File: src/rtl/lim_irq_pkg.sv
package lim_irq_pkg;
  localparam int DW       = 8;
  localparam int AW       = 8;
  localparam int NUM_VOLT = 7;
  localparam int NUM_FAN  = 3;
  localparam int NCH      = 1 + NUM_VOLT + NUM_FAN;
  localparam int FAN_BASE = 1 + NUM_VOLT;
  localparam int CHW      = $clog2(NCH + 1);
  localparam int NSTAT    = NCH + 2;
  localparam int ST_OT    = NCH;
  localparam int ST_INTR  = NCH + 1;
  localparam int NHI      = NSTAT - DW;

  localparam logic [AW-1:0] A_CFG = 8'h00;
  localparam logic [AW-1:0] A_STA = 8'h01;
  localparam logic [AW-1:0] A_STB = 8'h02;
  localparam logic [AW-1:0] A_SMA = 8'h03;
  localparam logic [AW-1:0] A_SMB = 8'h04;
  localparam logic [AW-1:0] A_NMA = 8'h05;
  localparam logic [AW-1:0] A_NMB = 8'h06;
  localparam logic [AW-1:0] A_LIM = 8'h10;

  typedef struct packed {
    logic           clrA;
    logic           clrB;
    logic           limWr;
    logic [CHW-1:0] limIdx;
    logic           limLow;
    logic [DW-1:0]  wrData;
  } strobe_t;
endpackage

File: src/rtl/lim_irq_dp.sv
module lim_irq_dp
  import lim_irq_pkg::*;
(
  input  logic             clk,
  input  logic             rstN,
  input  strobe_t          stb,
  input  logic             smpValid,
  input  logic [CHW-1:0]   smpChan,
  input  logic [DW-1:0]    smpData,
  input  logic             btiN,
  input  logic             intrIn,
  input  logic [CHW-1:0]   rdIdx,
  input  logic             rdLow,
  output logic [DW-1:0]    limRdData,
  output logic [NSTAT-1:0] statusQ
);
  logic [DW-1:0]    hiVec [NCH];
  logic [DW-1:0]    loVec [NCH];
  logic [NSTAT-1:0] setVec;
  logic [NSTAT-1:0] clrMask;

  for (genvar ch = 0; ch < NCH; ch++) begin : gen_ch
    logic [DW-1:0] hiQ;
    logic          selHere;
    logic          outOfBounds;
    assign selHere = smpValid && (smpChan == CHW'(ch));

    always_ff @(posedge clk or negedge rstN) begin
      if (!rstN) hiQ <= '1;
      else if (stb.limWr && !stb.limLow && stb.limIdx == CHW'(ch)) hiQ <= stb.wrData;
    end
    assign hiVec[ch] = hiQ;

    if (ch < FAN_BASE) begin : gen_window
      logic [DW-1:0] loQ;
      always_ff @(posedge clk or negedge rstN) begin
        if (!rstN) loQ <= '0;
        else if (stb.limWr && stb.limLow && stb.limIdx == CHW'(ch)) loQ <= stb.wrData;
      end
      assign loVec[ch]   = loQ;
      assign outOfBounds = (smpData > hiQ) || (smpData < loQ);
    end else begin : gen_fan
      assign loVec[ch]   = '0;
      assign outOfBounds = smpData > hiQ;
    end

    assign setVec[ch] = selHere && outOfBounds;
  end

  assign setVec[ST_OT]   = ~btiN;
  assign setVec[ST_INTR] = intrIn;

  always_comb begin
    for (int i = 0; i < NSTAT; i++) clrMask[i] = (i < DW) ? stb.clrA : stb.clrB;
  end

  always_ff @(posedge clk or negedge rstN) begin
    if (!rstN) statusQ <= '0;
    else       statusQ <= (statusQ & ~clrMask) | setVec;
  end

  always_comb begin
    limRdData = '0;
    if (rdIdx < CHW'(NCH)) limRdData = rdLow ? loVec[rdIdx] : hiVec[rdIdx];
  end
endmodule

File: src/rtl/lim_irq_ctl.sv
module lim_irq_ctl
  import lim_irq_pkg::*;
#(
  parameter int CLR_CYCLES = 2000000
) (
  input  logic             clk,
  input  logic             rstN,
  input  logic             regWrEn,
  input  logic             regRdEn,
  input  logic [AW-1:0]    regAddr,
  input  logic [DW-1:0]    regWrData,
  input  logic [NSTAT-1:0] statusQ,
  input  logic [DW-1:0]    limRdData,
  input  logic             chainInN,
  output strobe_t          stb,
  output logic [CHW-1:0]   rdIdx,
  output logic             rdLow,
  output logic [DW-1:0]    regRdData,
  output logic [DW-1:0]    cfgQ,
  output logic             smiOeN,
  output logic             irq2OeN,
  output logic             intrClrOeN
);
  localparam int CNT_W = $clog2(CLR_CYCLES + 1);

  logic [DW-1:0]    smiMaskA, smiMaskB, nmiMaskA;
  logic [DW-2:0]    nmiMaskB;
  logic [CNT_W-1:0] clrCnt;
  logic [AW-1:0]    limOff;
  logic             isLim, smiPend, nmiPend, nmiPendQ;
  logic [DW-1:0]    stA, stB;

  assign limOff = regAddr - A_LIM;
  assign isLim  = (regAddr >= A_LIM) && (limOff < AW'(2 * NCH));
  assign rdIdx  = CHW'(limOff >> 1);
  assign rdLow  = limOff[0];

  assign stb.clrA   = regRdEn && (regAddr == A_STA);
  assign stb.clrB   = regRdEn && (regAddr == A_STB);
  assign stb.limWr  = regWrEn && isLim;
  assign stb.limIdx = rdIdx;
  assign stb.limLow = rdLow;
  assign stb.wrData = regWrData;

  always_ff @(posedge clk or negedge rstN) begin
    if (!rstN) begin
      cfgQ     <= '0;
      smiMaskA <= '0;
      smiMaskB <= '0;
      nmiMaskA <= '0;
      nmiMaskB <= '0;
      clrCnt   <= '0;
    end else begin
      if (regWrEn) begin
        case (regAddr)
          A_CFG:   cfgQ     <= regWrData;
          A_SMA:   smiMaskA <= regWrData;
          A_SMB:   smiMaskB <= regWrData;
          A_NMA:   nmiMaskA <= regWrData;
          A_NMB:   nmiMaskB <= regWrData[DW-2:0];
          default: ;
        endcase
      end
      if (regWrEn && regAddr == A_NMB && regWrData[DW-1]) clrCnt <= CNT_W'(CLR_CYCLES);
      else if (clrCnt != '0)                             clrCnt <= clrCnt - 1'b1;
    end
  end

  assign stA = statusQ[DW-1:0];
  assign stB = {{(DW-NHI){1'b0}}, statusQ[NSTAT-1:DW]};

  assign smiPend = (|(stA & ~smiMaskA)) || (|(stB & ~smiMaskB)) || (!chainInN && !smiMaskB[6]);
  assign nmiPend = (|(stA & ~nmiMaskA)) || (|(stB & ~{1'b1, nmiMaskB}));

  always_ff @(posedge clk or negedge rstN) begin
    if (!rstN) nmiPendQ <= 1'b0;
    else       nmiPendQ <= nmiPend;
  end

  assign smiOeN     = ~(cfgQ[1] && smiPend);
  assign irq2OeN    = ~(cfgQ[2] && (cfgQ[5] ? (nmiPend && !nmiPendQ) : nmiPend));
  assign intrClrOeN = (clrCnt == '0);

  always_comb begin
    regRdData = '0;
    if (isLim) regRdData = limRdData;
    else begin
      case (regAddr)
        A_CFG:   regRdData = cfgQ;
        A_STA:   regRdData = stA;
        A_STB:   regRdData = stB;
        A_SMA:   regRdData = smiMaskA;
        A_SMB:   regRdData = smiMaskB;
        A_NMA:   regRdData = nmiMaskA;
        A_NMB:   regRdData = {clrCnt != '0, nmiMaskB};
        default: regRdData = '0;
      endcase
    end
  end
endmodule

File: src/rtl/lim_irq_ctrl.sv
module lim_irq_ctrl
  import lim_irq_pkg::*;
#(
  parameter int CLR_CYCLES = 2000000
) (
  input  logic        clk,
  input  logic        rstN,
  input  logic        regWrEn,
  input  logic        regRdEn,
  input  logic [7:0]  regAddr,
  input  logic [7:0]  regWrData,
  output logic [7:0]  regRdData,
  input  logic        smpValid,
  input  logic [3:0]  smpChan,
  input  logic [7:0]  smpData,
  input  logic        chainInN,
  input  logic        btiN,
  input  logic        intrIn,
  output logic        smiOeN,
  output logic        irq2OeN,
  output logic        intrClrOeN
);
  strobe_t          stb;
  logic [NSTAT-1:0] statusQ;
  logic [DW-1:0]    limRdData;
  logic [DW-1:0]    cfgQ;
  logic [CHW-1:0]   rdIdx;
  logic             rdLow;

  lim_irq_dp u_dp (
    .clk(clk), .rstN(rstN), .stb(stb),
    .smpValid(smpValid), .smpChan(smpChan), .smpData(smpData),
    .btiN(btiN), .intrIn(intrIn),
    .rdIdx(rdIdx), .rdLow(rdLow),
    .limRdData(limRdData), .statusQ(statusQ)
  );

  lim_irq_ctl #(.CLR_CYCLES(CLR_CYCLES)) u_ctl (
    .clk(clk), .rstN(rstN),
    .regWrEn(regWrEn), .regRdEn(regRdEn), .regAddr(regAddr), .regWrData(regWrData),
    .statusQ(statusQ), .limRdData(limRdData), .chainInN(chainInN),
    .stb(stb), .rdIdx(rdIdx), .rdLow(rdLow), .regRdData(regRdData), .cfgQ(cfgQ),
    .smiOeN(smiOeN), .irq2OeN(irq2OeN), .intrClrOeN(intrClrOeN)
  );
endmodule

File: config.mk
export PLATFORM = sky130hd
export DESIGN_NAME = lim_irq_ctrl
export DESIGN_NICKNAME = d
export VERILOG_FILES = /design/src/rtl/lim_irq_pkg.sv /design/src/rtl/lim_irq_dp.sv /design/src/rtl/lim_irq_ctl.sv /design/src/rtl/lim_irq_ctrl.sv
export SDC_FILE = /design/constraint.sdc
export NUM_CORES = 1
export LEC_CHECK = 0
export BUFFER_PORTS_ARGS = -buffer_cell sky130_fd_sc_hd__clkbuf_2
export CAP_MARGIN = 10
export CORE_ASPECT_RATIO = 0.5
export CORE_MARGIN = 2
export CORE_UTILIZATION = 53
export CTS_CLUSTER_SIZE = 28
export DETAILED_ROUTE_END_ITERATION = 7
export GPL_ROUTABILITY_DRIVEN = 0
export PLACE_DENSITY = 0.79
export SLEW_MARGIN = 30
export SYNTH_ARGS = -nofsm -noshare
export SYNTH_HDL_FRONTEND = slang
export SYNTH_SLANG_ARGS = --single-unit
export TNS_END_PERCENT = 10
File: constraint.sdc
create_clock -name clk -period 3 [get_ports clk]
set_input_delay 0.3 -clock clk [delete_from_list [all_inputs] [get_ports clk]]
set_output_delay 0.3 -clock clk [all_outputs]
set_load 0.1 [all_outputs]
==> metrics.md, run 1 <==
| Metric | Value |
|---|---|
| Outcome | `finished clean` |
| Clock buffer depth | `3` |
| Antenna violations before repair | `0` |
| Flop pwr share | `45.9%` |
| Die X | `240 microns` |
| Worst hold margin | `0.256 ns` |
| Root buffer cell | `clkbuf_16` |
| Normalized max-slew margin | `40.8%` |
| DR pass1 iterations | `6` |
| Share of post-route cells with drive strength above 1 | `30.4%` |
| Ys Warns | `0` |
| Critical path endpoint category | `output pin` |
| Hold Fails Final Rpt | `0` |
| Hpwl dp | `around 31,000 microns` |
| Overflow after GRT | `0` |
| Clk pwr share | `35.7%` |
| CP max FO | `2` |
| Switching power | `0.00230 W` |
| First-iteration detailed-routing DRC count | `1,290` |
| Place WS | `0.191 ns` |
| DIE AREA | `29,300 sq um` |
| Via count | `11,600` |
| Register area share after synthesis | `39.1%` |
| Clock Sinks | `226` |
| Switch share | `29.6%` |
| Post-synthesis register bit count | `226` |
| Vias in the first global route | `12,000` |
| WP data arrival | `2.63 ns` |
| Core Region | `between 20,000 and 30,000 sq um` |
| All-Layer GR Usage | `about 30%` |
| Internal Power | `~0.0055 W` |
| Setup_tns | `0 ns` |
| Final WL | `43,900 microns` |
| Via/cell ratio | `6.41` |
| # nets final | `1,596` |
| Max Clk Rate | `0.341 GHz` |
| Clock skew | `0.0219 ns` |
| Non-Filler Instances | `1,810` |
| Period utilisation layout | `a little over nine tenths` |
| CP cell instances | `mux4_2, mux2_2, a22oi_2, a221oi_1, a211o_1, buf_12` |
| Final setup vio count | `0` |
| Die Height | `~120 microns` |
| Slowest stage cell, crit path | `mux4_2` |
| Crit path required time | `2.70 ns` |
| Clk_lat worst skew | `between 0.5 and 0.6 ns` |
| Remaining DRCs | `0` |
| Hold crit path type | `primary input to flip-flop` |
| Main area contributors after synthesis | `dfrtp_1 23%, dfstp_2 16%, mux2_2 13%, ha_1 13%, inv_1 3.9%` |
| Final Critical Period | `approximately 3 ns` |
| Share of the synthesized area in the top cell type | `23.4%` |
| Async S/R FF share, synth | `100%` |
| Post-CTS Setup Repair Bufs | `0` |
| VDD IR-drop max | `0.000272 V` |
| PnR worst setup slack | `0.0693 ns` |
| Diodes inserted | `0` |
| Placed cells | `1,767` |
| Critical path class | `flip-flop to output pin` |
| Startpoint Class | `flip-flop` |
| Main synth FF type | `dfrtp_1` |
| Cell Area, Synth | `14,700 sq um` |
| Site Rows | `43` |
| Worst-Margin Slew | `about 0.89 ns` |
| RSZ-0062 raised after global routing | `false` |
| CTS clk-pin slew, worst paths | `approximately 0.070 ns` |
| Max Slew Vio Count | `0` |
| I/O pin count | `47` |
| Num CTS Buffers | `22` |
| Most instantiated library cell after synthesis | `mux2_2` |
| Effective utilization at floorplan | `53.5%` |
| PortBufs | `46` |
| Syn-to-layout area delta | `11.4%` |
| Post-synth EDFFs | `0` |
| First-pass GRT wire length | `approximately 68,000 microns` |
| Post-route ant nets | `0` |
| Syn_area_per_cell | `10.9 sq um` |
| Distinct cells, synth | `66` |
| Fill cells | `2,176` |
| CTS tree | `done` |
| Leakage power figure | `7.17 nW` |
| Post-Syn Instances | `between 1,000 and 1,500` |
| Power density over the cells | `473 nW/um^2` |
| Drt wl/cell | `between 20 and 25 microns` |
| Commonest cells post-synth | `168 x mux2_2, 155 x inv_1, 148 x ha_1, 138 x dfrtp_1, 88 x dfstp_2` |
| Mapped Nets | `1,540` |
| Pin count of the biggest net entering global routing | `68` |
| Peak per-stage delay on the critical path | `0.50 ns` |
| Max-cap violations | `0` |
| Area leader, netlist | `dfrtp_1` |
| Comb pwr share | `approximately 18%` |
| H-tree depth | `1` |
-- cells by family after synthesis --
| group | Yosys count | share of synthesized area [%] |
|---|---|---|
| and+or+nand+nor | 284 | 10.7 |
| muxes | 247 | 20.6 |
| AOI/OAI and AO/OA | 226 | 10.6 |
| DFF | 226 | 39.1 |
| buffers and inverters | 208 | 5.55 |
| adders and majority gates | 148 | 12.6 |
| xor gates and xnor gates | 17 | 1.01 |
-- layer usage --
metal  global-route usage, %  share of wire [%]
met3                    7.91                9.9
met4                    16.0                5.7
met1                    38.5                 40
met5                       0                  0
met2                    48.5                 45
-- final cells by class --
cell class / count / area, sq um / area share, %
Multi-Input combinational cell: 922 / 8200 / 49.9
Sequential cell: 226 / 5770 / 35.1
Timing Repair Buffer: 85 / 688 / 4.19
Clock buffer: 36 / 684 / 4.17
Inverter: 155 / 582 / 3.54
Tap cell: 382 / 478 / 2.91
Clock inverter: 4 / 22.5 / 0.137
-- cell usage in the layout (no fill, tap or decap), drive strengths merged, types with 13 or more instances in the layout --
cell    count
o22ai      13
dfrtp     138
mux2i      47
nor2b      21
nand4      18
a21o       31
nor2       71
clkbuf     72
ha        148
mux4       25
inv       155
o21ai      49
and4       19
a21oi      33
a22oi      13
nand2b     15
xor2       15
dfstp      88
mux2      175
nand3      24
nor3       18
nand2      59
buf        46
-- registers in the layout (all words and copies together) (netlist names) --
name                        count
u_ctl.clrCnt                   21
u_ctl.cfgQ                      8
u_dp.gen_ch.hiQ                88
u_ctl.smiMaskB                  8
u_ctl.nmiMaskB                  7
u_ctl.nmiMaskA                  8
u_dp.gen_ch.gen_window.loQ     64
u_ctl.nmiPendQ                  1
u_dp.statusQ                   13
u_ctl.smiMaskA                  8
-- path summary, 6_finish.rpt --
kind	slack (ns)	from	cells past startpoint	end
worst max-delay path	0.07	u_dp.gen_ch[7].hiQ[7]	6	regRdData[7]
worst min-delay path	0.26	regWrData[7]	3	u_ctl.clrCnt[18]
worst max register to register	0.82	u_ctl.clrCnt[0]	7	u_ctl.clrCnt[17]
worst min register to register	0.49	u_ctl.cfgQ[7]	2	u_ctl.cfgQ[7]
max in group asynchronous	1.80	rstN	3	u_dp.gen_ch[6].hiQ[2]
min in group asynchronous	0.32	rstN	2	u_ctl.clrCnt[12]
-- power by group through the flow --
stage / logic [W] / clock network, W / registers [W]
6_report: 0.00143 / 0.00278 / 0.00357
2_1_floorplan: 0.000910 / 0 / 0.00350
4_1_cts: 0.00140 / 0.00279 / 0.00355
3_3_place_gp: 0.00129 / 0 / 0.00358
5_1_grt: 0.00156 / 0.00294 / 0.00358
3_5_place_dp: 0.00138 / 0 / 0.00359
-- through the flow --
stage                     power (W)  cell area, sq um  util (%)
after floorplan             0.00441             14800         -
after global placement      0.00487             15700      56.9
after detailed placement    0.00497             15700      56.9
after CTS                   0.00774             16400      59.6
after global routing        0.00808             16400      59.6
final                       0.00777             16400      59.6
-- critical path: cells and delay by family, from the launching register on --
kind | cells | cell delay [ns]
muxes | 2 | 0.80
DFF | 1 | 0.38
AOI/OAI and AO/OA | 3 | 0.74
buffers and inverters | 1 | 0.19
-- timing repair --
action                                  in CTS  in global routing
endpoints found under the setup margin       1                  1
gates resized for setup                      2                  1
gates cloned                                 0                  0
hold buffers                                 3                  0
endpoints found under the hold margin       31                  0
Note: power is estimated with default switching activity, not from simulation.
==> run 2: changes to the inputs <==
==> constraint.sdc (replaced) <==
create_clock -name clk -period 3 [get_ports clk]
set_input_delay 0.6 -clock clk [delete_from_list [all_inputs] [get_ports clk]]
set_output_delay 0.6 -clock clk [all_outputs]
set_load 0.1 [all_outputs]
==> run 2 against run 1 <==
The run now ends with negative setup slack left. Clock power increased by 7.9%. Total power increased by 3.5%. Sequential power about the same. Core utilization increased by 2.7 points. Wire length increased by 2.2%. Worst hold slack got worse by 0.17 ns. Count of clock-buffer cells in the layout decreased by 5. Via count increased by 3.3%. Critical path depth unchanged. Maximum frequency decreased by 4.7%. Critical endpoint unchanged.
==> metrics.md, run 2 (synthesized netlist as in run 1, its figures left out) <==
| Metric | Value |
|---|---|
| CTS tree | `done` |
| Core Region | `27,500 sq um (unchanged)` |
| First-iteration detailed-routing DRC count | `1,165 (-9.7%)` |
| Placed cell areas | `16,300 sq um (+4.0%)` |
| Period utilisation layout | `102% (+4.8 points)` |
| Final Critical Period | `3.07 ns (+0.143 ns)` |
| Commonest non-fill, non-tap cells in the layout | `167 x mux2_2, 154 x inv_1, 147 x ha_1` |
| Area of the multi-input gates | `8330 sq um (+1.6%)` |
| Clock buffer depth | `3 (unchanged)` |
| PnR worst setup slack | `-0.0737 ns (-0.143 ns)` |
| First-pass GRT wire length | `68,900 microns (+1.8%)` |
| Slowest stage cell, crit path | `mux4_2` |
| Pin count of the biggest net entering global routing | `93 (+37%)` |
| CTS clk-pin slew, worst paths | `0.07 ns (about the same)` |
| Clock Sinks | `226 (unchanged)` |
| Final setup vio count | `2 (+2)` |
| Critical path class | `flip-flop to output pin` |
| PortBufs | `46 (unchanged)` |
| H-tree depth | `1 (unchanged)` |
| Most flops, register | `u_dp.gen_ch.hiQ` |
| WP data arrival | `2.47 ns (-0.16 ns)` |
| Critical path endpoint category | `output pin` |
| Register Area | `5770 sq um (about the same)` |
| Vias in the first global route | `12,300 (+2.6%)` |
| Max-cap violations | `0 (unchanged)` |
| Clk_lat worst skew | `0.54 ns (about the same)` |
| Die X | `240 microns (unchanged)` |
| Hpwl dp | `32,300 microns (+4.4%)` |
| Final instance area | `17,200 sq um (+4.5%)` |
| All-Layer GR Usage | `31.1% (+0.61 points)` |
| Startpoint Class | `flip-flop` |
| Overflow after GRT | `0 (unchanged)` |
| Reg-to-Reg End | `u_dp.statusQ[1]` |
| Worst-Margin Slew | `1.01 ns (+0.121 ns)` |
| Peak per-stage delay on the critical path | `0.47 ns (-0.03 ns)` |
| Max FFs per register | `88 (unchanged)` |
| Max Clk Rate | `0.325 GHz (-4.7%)` |
| Hold Fails Final Rpt | `0 (unchanged)` |
| Num CTS Buffers | `22 (unchanged)` |
| Crit path required time | `2.40 ns (-0.30 ns)` |
| Largest regs | `u_dp.gen_ch.hiQ: 88 flops, u_dp.gen_ch.gen_window.loQ: 64 flops, u_ctl.clrCnt: 21 flops` |
| Failing checks | `negative setup slack` |
| CTS Hold Bufs | `0 (-3)` |
| Max Slew Vio Count | `0 (unchanged)` |
| Die Height | `122 microns (unchanged)` |
| Post-route ant nets | `0 (unchanged)` |
| Antenna violations before repair | `0 (unchanged)` |
| Remaining DRCs | `0 (unchanged)` |
| RSZ-0062 raised after global routing | `true` |
| VDD IR-drop max | `0.000381 V (+40%)` |
| Crit path buf inv count | `1 (unchanged)` |
| Syn-to-layout area delta | `16.4%` |
| CP cell instances | `mux4_2, mux2_4, a22oi_2, a221oi_2, a211o_2, buf_12` |
| Crit-path leading delay family | `multiplexers` |
| DIE AREA | `29,300 sq um (unchanged)` |
| Most common cell after layout, fill and taps aside | `mux2_2` |
| Leakage power figure | `7.54 nW (+5.1%)` |
| Reg2reg path depth | `6 (-1)` |
| Effective utilization at floorplan | `53.5% (unchanged)` |
| DR pass1 iterations | `8 (+2)` |
| Root buffer cell | `clkbuf_16` |
| Critical R2R Launch | `u_dp.gen_ch[1].gen_window.loQ[5]` |
| Clock skew | `0.0105 ns (-0.0114 ns)` |
| Power density over the cells | `469 nW/um^2 (-0.90%)` |
| FF-to-FF setup slack | `0.73 ns (-0.09 ns)` |
| Drt wl/cell | `24.1 microns (-0.54%)` |
| CP max FO | `2 (unchanged)` |
| Site Rows | `43 (unchanged)` |
| Final WL | `44,900 microns (+2.2%)` |
| Worst hold margin | `0.0902 ns (-0.165 ns)` |
| Share of post-route cells with drive strength above 1 | `34.4% (+4.0 points)` |
| # nets final | `1,646 (+3.1%)` |
| Via count | `12,000 (+3.3%)` |
| Outcome | `complete, but fails checks` |
| Normalized max-slew margin | `31.0% (-9.8 points)` |
| Fill cells | `2,030 (-6.7%)` |
| Via/cell ratio | `6.45 (+0.60%)` |
| I/O pin count | `47 (unchanged)` |
| Fin util | `62.3% (+2.7 points)` |
| Hold crit path type | `primary input to async pin` |
| Diodes inserted | `0 (unchanged)` |
## run 2: changes by cell type in the layout (fill, tap and decap cells not counted), moves of 4 or more
cell	previous run	this run
o31ai_4	1	5
buf_4	35	73
clkbuf_2	36	32
buf_12	10	23
o31ai_2	4	0
## run 2: how the worst max path moves through the flow
stage,start,to,cells past startpoint
after floorplan,regAddr[4],regRdData[1],7
after global routing,u_ctl.clrCnt[17],regRdData[7],6
final,u_dp.gen_ch[3].hiQ[7],regRdData[7],6
after detailed placement,regAddr[4],regRdData[7],9
after CTS,u_dp.gen_ch[3].hiQ[7],regRdData[7],6
after global placement,regAddr[4],regRdData[7],9
## run 2: report_power, final
part           internal [W]  switching, W  total (W)
registers           0.00333      0.000235    0.00356
logic              0.000625      0.000857    0.00148
clock network       0.00176       0.00124    0.00300
## run 2: metrics by stage
stage	power, W	worst slack, ns	std cells	setup TNS, ns
after detailed placement	0.00502	-0.0938	1819	-0.280
after floorplan	0.00442	-0.435	1356	-3.47
after global placement	0.00491	-0.0752	1819	-0.244
after CTS	0.00801	-0.0539	1859	-0.0539
final	0.00805	-0.0737	1859	-0.0891
after global routing	0.00834	-0.0661	1859	-0.191
## run 2: layer usage
metal / GRT usage [%] / up-vias / routed length (microns) / part of all wire, %
met3: 7.41 / 201 / 4530 / 10
li1: - / 5111 / - / -
met5: 0 / - / 0 / 0
met2: 49.3 / 703 / 20200 / 45
met4: 16.6 / 0 / 2560 / 5.7
met1: 39.8 / 5971 / 17600 / 39
## run 2: final cells by class
type / instances / share of cell area (%)
Tap cell: 382 / 2.79
Inverter: 155 / 3.42
Clock buffer: 31 / 3.76
Multi-Input combinational cell: 922 / 48.5
Clock inverter: 8 / 0.671
Timing Repair Buffer: 135 / 7.20
Sequential cell: 226 / 33.6
## run 2: what timing repair did
item                                   CTS  global route
endpoints found under the hold margin    0             0
gates resized for setup                  6            16
setup endpoints to repair                7             9
setup buffers                            1             0
pin swaps                                6             4
==> run 3: changes to the inputs <==
--- a/config.mk
+++ b/config.mk
@@ -7,7 +7,7 @@
 export LEC_CHECK = 0
 export BUFFER_PORTS_ARGS = -buffer_cell sky130_fd_sc_hd__clkbuf_2
 export CAP_MARGIN = 10
-export CORE_ASPECT_RATIO = 0.5
+export CORE_ASPECT_RATIO = 0.7
 export CORE_MARGIN = 2
 export CORE_UTILIZATION = 53
 export CTS_CLUSTER_SIZE = 28
==> run 3 against run 2 <==
The flow still finishes with violations (negative setup slack). Register-to-register slack improved by 0.12 ns. Maximum frequency increased by 0.24%. Critical path type unchanged. Combinational power about the same. Worst hold slack got worse by 0.090 ns. Sequential power about the same. Count of clock-buffer cells in the layout increased by 2. Wire length increased by 0.15%.
==> metrics.md, run 3 (synthesized netlist as in run 1, its figures left out) <==
| Metric | Value |
|---|---|
| WP data arrival | `2.47 ns (about the same)` |
| CTS Hold Bufs | `0 (unchanged)` |
| I/O pin count | `47 (unchanged)` |
| Reg2reg path depth | `7 (+1)` |
| Outcome | `complete, but fails checks` |
| Diodes inserted | `0 (unchanged)` |
| Total power | `0.00791 W (-1.7%)` |
| Largest regs | `u_dp.gen_ch.hiQ: 88 flops, u_dp.gen_ch.gen_window.loQ: 64 flops, u_ctl.clrCnt: 21 flops` |
| CP Launch Point | `u_dp.gen_ch[1].hiQ[7]` |
| Switch share | `29.7% (+0.64 points)` |
| DR pass1 iterations | `5 (-3)` |
| FF-to-FF setup slack | `0.85 ns (+0.12 ns)` |
| CTS tree | `done` |
| Core Region | `27,600 sq um (about the same)` |
| Clk_lat worst skew | `0.55 ns (about the same)` |
| Comb pwr share | `18.7% (+0.3 points)` |
| Setup_tns | `-0.0663 ns (+0.0228 ns)` |
| Hold crit path type | `primary input to async pin` |
| All-Layer GR Usage | `31.2% (+0.18 points)` |
| First-pass GRT wire length | `69,100 microns (+0.22%)` |
| Slowest stage cell, crit path | `mux4_2` |
| Most flops, register | `u_dp.gen_ch.hiQ` |
| Flop pwr share | `45.1% (+0.8 points)` |
| Worst-Margin Slew | `0.822 ns (-0.186 ns)` |
| Final Critical Period | `3.07 ns (-0.00742 ns)` |
| Hpwl dp | `33,000 microns (+2.2%)` |
| Final instance area | `17,200 sq um (+0.13%)` |
| CP max FO | `2 (unchanged)` |
| Drt wl/cell | `24.2 microns (+0.26%)` |
| PnR worst setup slack | `-0.0663 ns (+0.00742 ns)` |
| Crit path required time | `2.40 ns (about the same)` |
| Syn-to-layout area delta | `16.5%` |
| Die Height | `144 microns (+18%)` |
| Startpoint Class | `flip-flop` |
| VDD IR-drop max | `0.000455 V (+19%)` |
| Critical path endpoint category | `output pin` |
| Max-cap violations | `0 (unchanged)` |
| Period utilisation layout | `102% (-0.25 points)` |
| Max FFs per register | `88 (unchanged)` |
| First-iteration detailed-routing DRC count | `1,408 (+21%)` |
| Placed cell areas | `16,400 sq um (+0.47%)` |
| CTS clk-pin slew, worst paths | `0.07 ns (about the same)` |
| Root buffer cell | `clkbuf_16` |
| RSZ-0062 raised after global routing | `true` |
| Post-route ant nets | `0 (unchanged)` |
| Via/cell ratio | `6.36 (-1.4%)` |
| Most common cell after layout, fill and taps aside | `mux2_2` |
| Fin util | `62.3% (about the same)` |
| Peak per-stage delay on the critical path | `0.48 ns (about the same)` |
| Remaining DRCs | `0 (unchanged)` |
| # nets final | `1,654 (+0.49%)` |
| Hold Fails Final Rpt | `0 (unchanged)` |
| Overflow after GRT | `0 (unchanged)` |
| Clock skew | `0.0269 ns (+0.0164 ns)` |
| Clock buffer depth | `3 (unchanged)` |
| Commonest non-fill, non-tap cells in the layout | `167 x mux2_2, 154 x inv_1, 147 x ha_1` |
| Max Clk Rate | `0.326 GHz (+0.24%)` |
| Final WL | `44,900 microns (+0.15%)` |
| Internal Power | `0.00556 W (-2.6%)` |
| Critical R2R Launch | `u_ctl.clrCnt[0]` |
| Antenna violations before repair | `0 (unchanged)` |
| Leakage power figure | `7.54 nW (about the same)` |
| Die X | `203 microns (-15%)` |
| Switching power | `0.00235 W (+0.48%)` |
| Reg-to-Reg End | `u_ctl.clrCnt[17]` |
| Num CTS Buffers | `23 (+4.5%)` |
| Vias in the first global route | `11,800 (-4.3%)` |
| Clock Sinks | `226 (unchanged)` |
| Failing checks | `negative setup slack` |
| Critical path class | `flip-flop to output pin` |
| DIE AREA | `29,200 sq um (-0.20%)` |
| Placed cells | `1,815 (-0.22%)` |
| Pin count of the biggest net entering global routing | `66 (-29%)` |
| Max Slew Vio Count | `0 (unchanged)` |
| Effective utilization at floorplan | `53.5% (about the same)` |
| Power density over the cells | `460 nW/um^2 (-1.8%)` |
| Share of post-route cells with drive strength above 1 | `34.1% (-0.28 points)` |
| Clk pwr share | `36.2% (-1.1 points)` |
| CP cell instances | `mux4_2, mux2_4, a22oi_2, a221oi_2, a211o_2, buf_12` |
| Normalized max-slew margin | `45.2% (+14 points)` |
| Final setup vio count | `1 (-1)` |
| Non-Filler Instances | `1,857 (-0.11%)` |
| PortBufs | `46 (unchanged)` |
| H-tree depth | `1 (unchanged)` |
| Via count | `11,800 (-1.5%)` |
| Site Rows | `51 (+19%)` |
-- run 3: worst max path at each step --
stage	to	slack, ns	depth (start not counted)
finish	regRdData[7]	-0.07	6
global route	regRdData[7]	-0.1	6
CTS	regRdData[7]	-0.02	6
detailed placement	regRdData[7]	-0.08	9
global placement	regRdData[7]	-0.08	9
floorplan	regRdData[1]	-0.43	7
-- run 3: final cells by class --
type,instances,area (sq um)
multi-input cells,922,8310
flip-flops and latches,226,5770
fillers,2121,10400
clock buffers,33,653
repair buffers,142,1330
well taps,371,464
clock inverters,8,71.3
inverters,155,587
-- run 3: metrics by stage --
stage	worst slack, ns	hold slack [ns]
finish	-0.0663	0.000172
detailed placement	-0.0758	0.470
CTS	-0.0196	0.0179
global route	-0.0984	0.0448
floorplan	-0.435	0.304
global placement	-0.0755	0.463
-- run 3: worst max-delay path, delay by kind of cell (launching register included) --
family          cells  cell delay, ns
flops               1            0.40
mux                 2            0.78
compound gates      3            0.58
buf+inv             1            0.17
-- run 3: what timing repair did --
action | 4_1_cts | 5_1_grt
setup buffers | 1 | 0
pin swaps | 6 | 1
resized for setup | 9 | 8
setup endpoints to repair | 7 | 9
-- run 3: per-layer routing --
metal / GRT usage [%] / part of all wire [%]
met1: 44.3 / 42
met2: 47.2 / 44
met3: 7.30 / 11
met4: 10.4 / 3.4
met5: 0 / 0
-- run 3: power by group through the flow --
stage | combinational, W | clock (W) | sequential, W
finish | 0.00148 | 0.00286 | 0.00357
global route | 0.00162 | 0.00301 | 0.00358
CTS | 0.00145 | 0.00290 | 0.00355
detailed placement | 0.00143 | 0 | 0.00359
global placement | 0.00134 | 0 | 0.00358
floorplan | 0.000922 | 0 | 0.00350
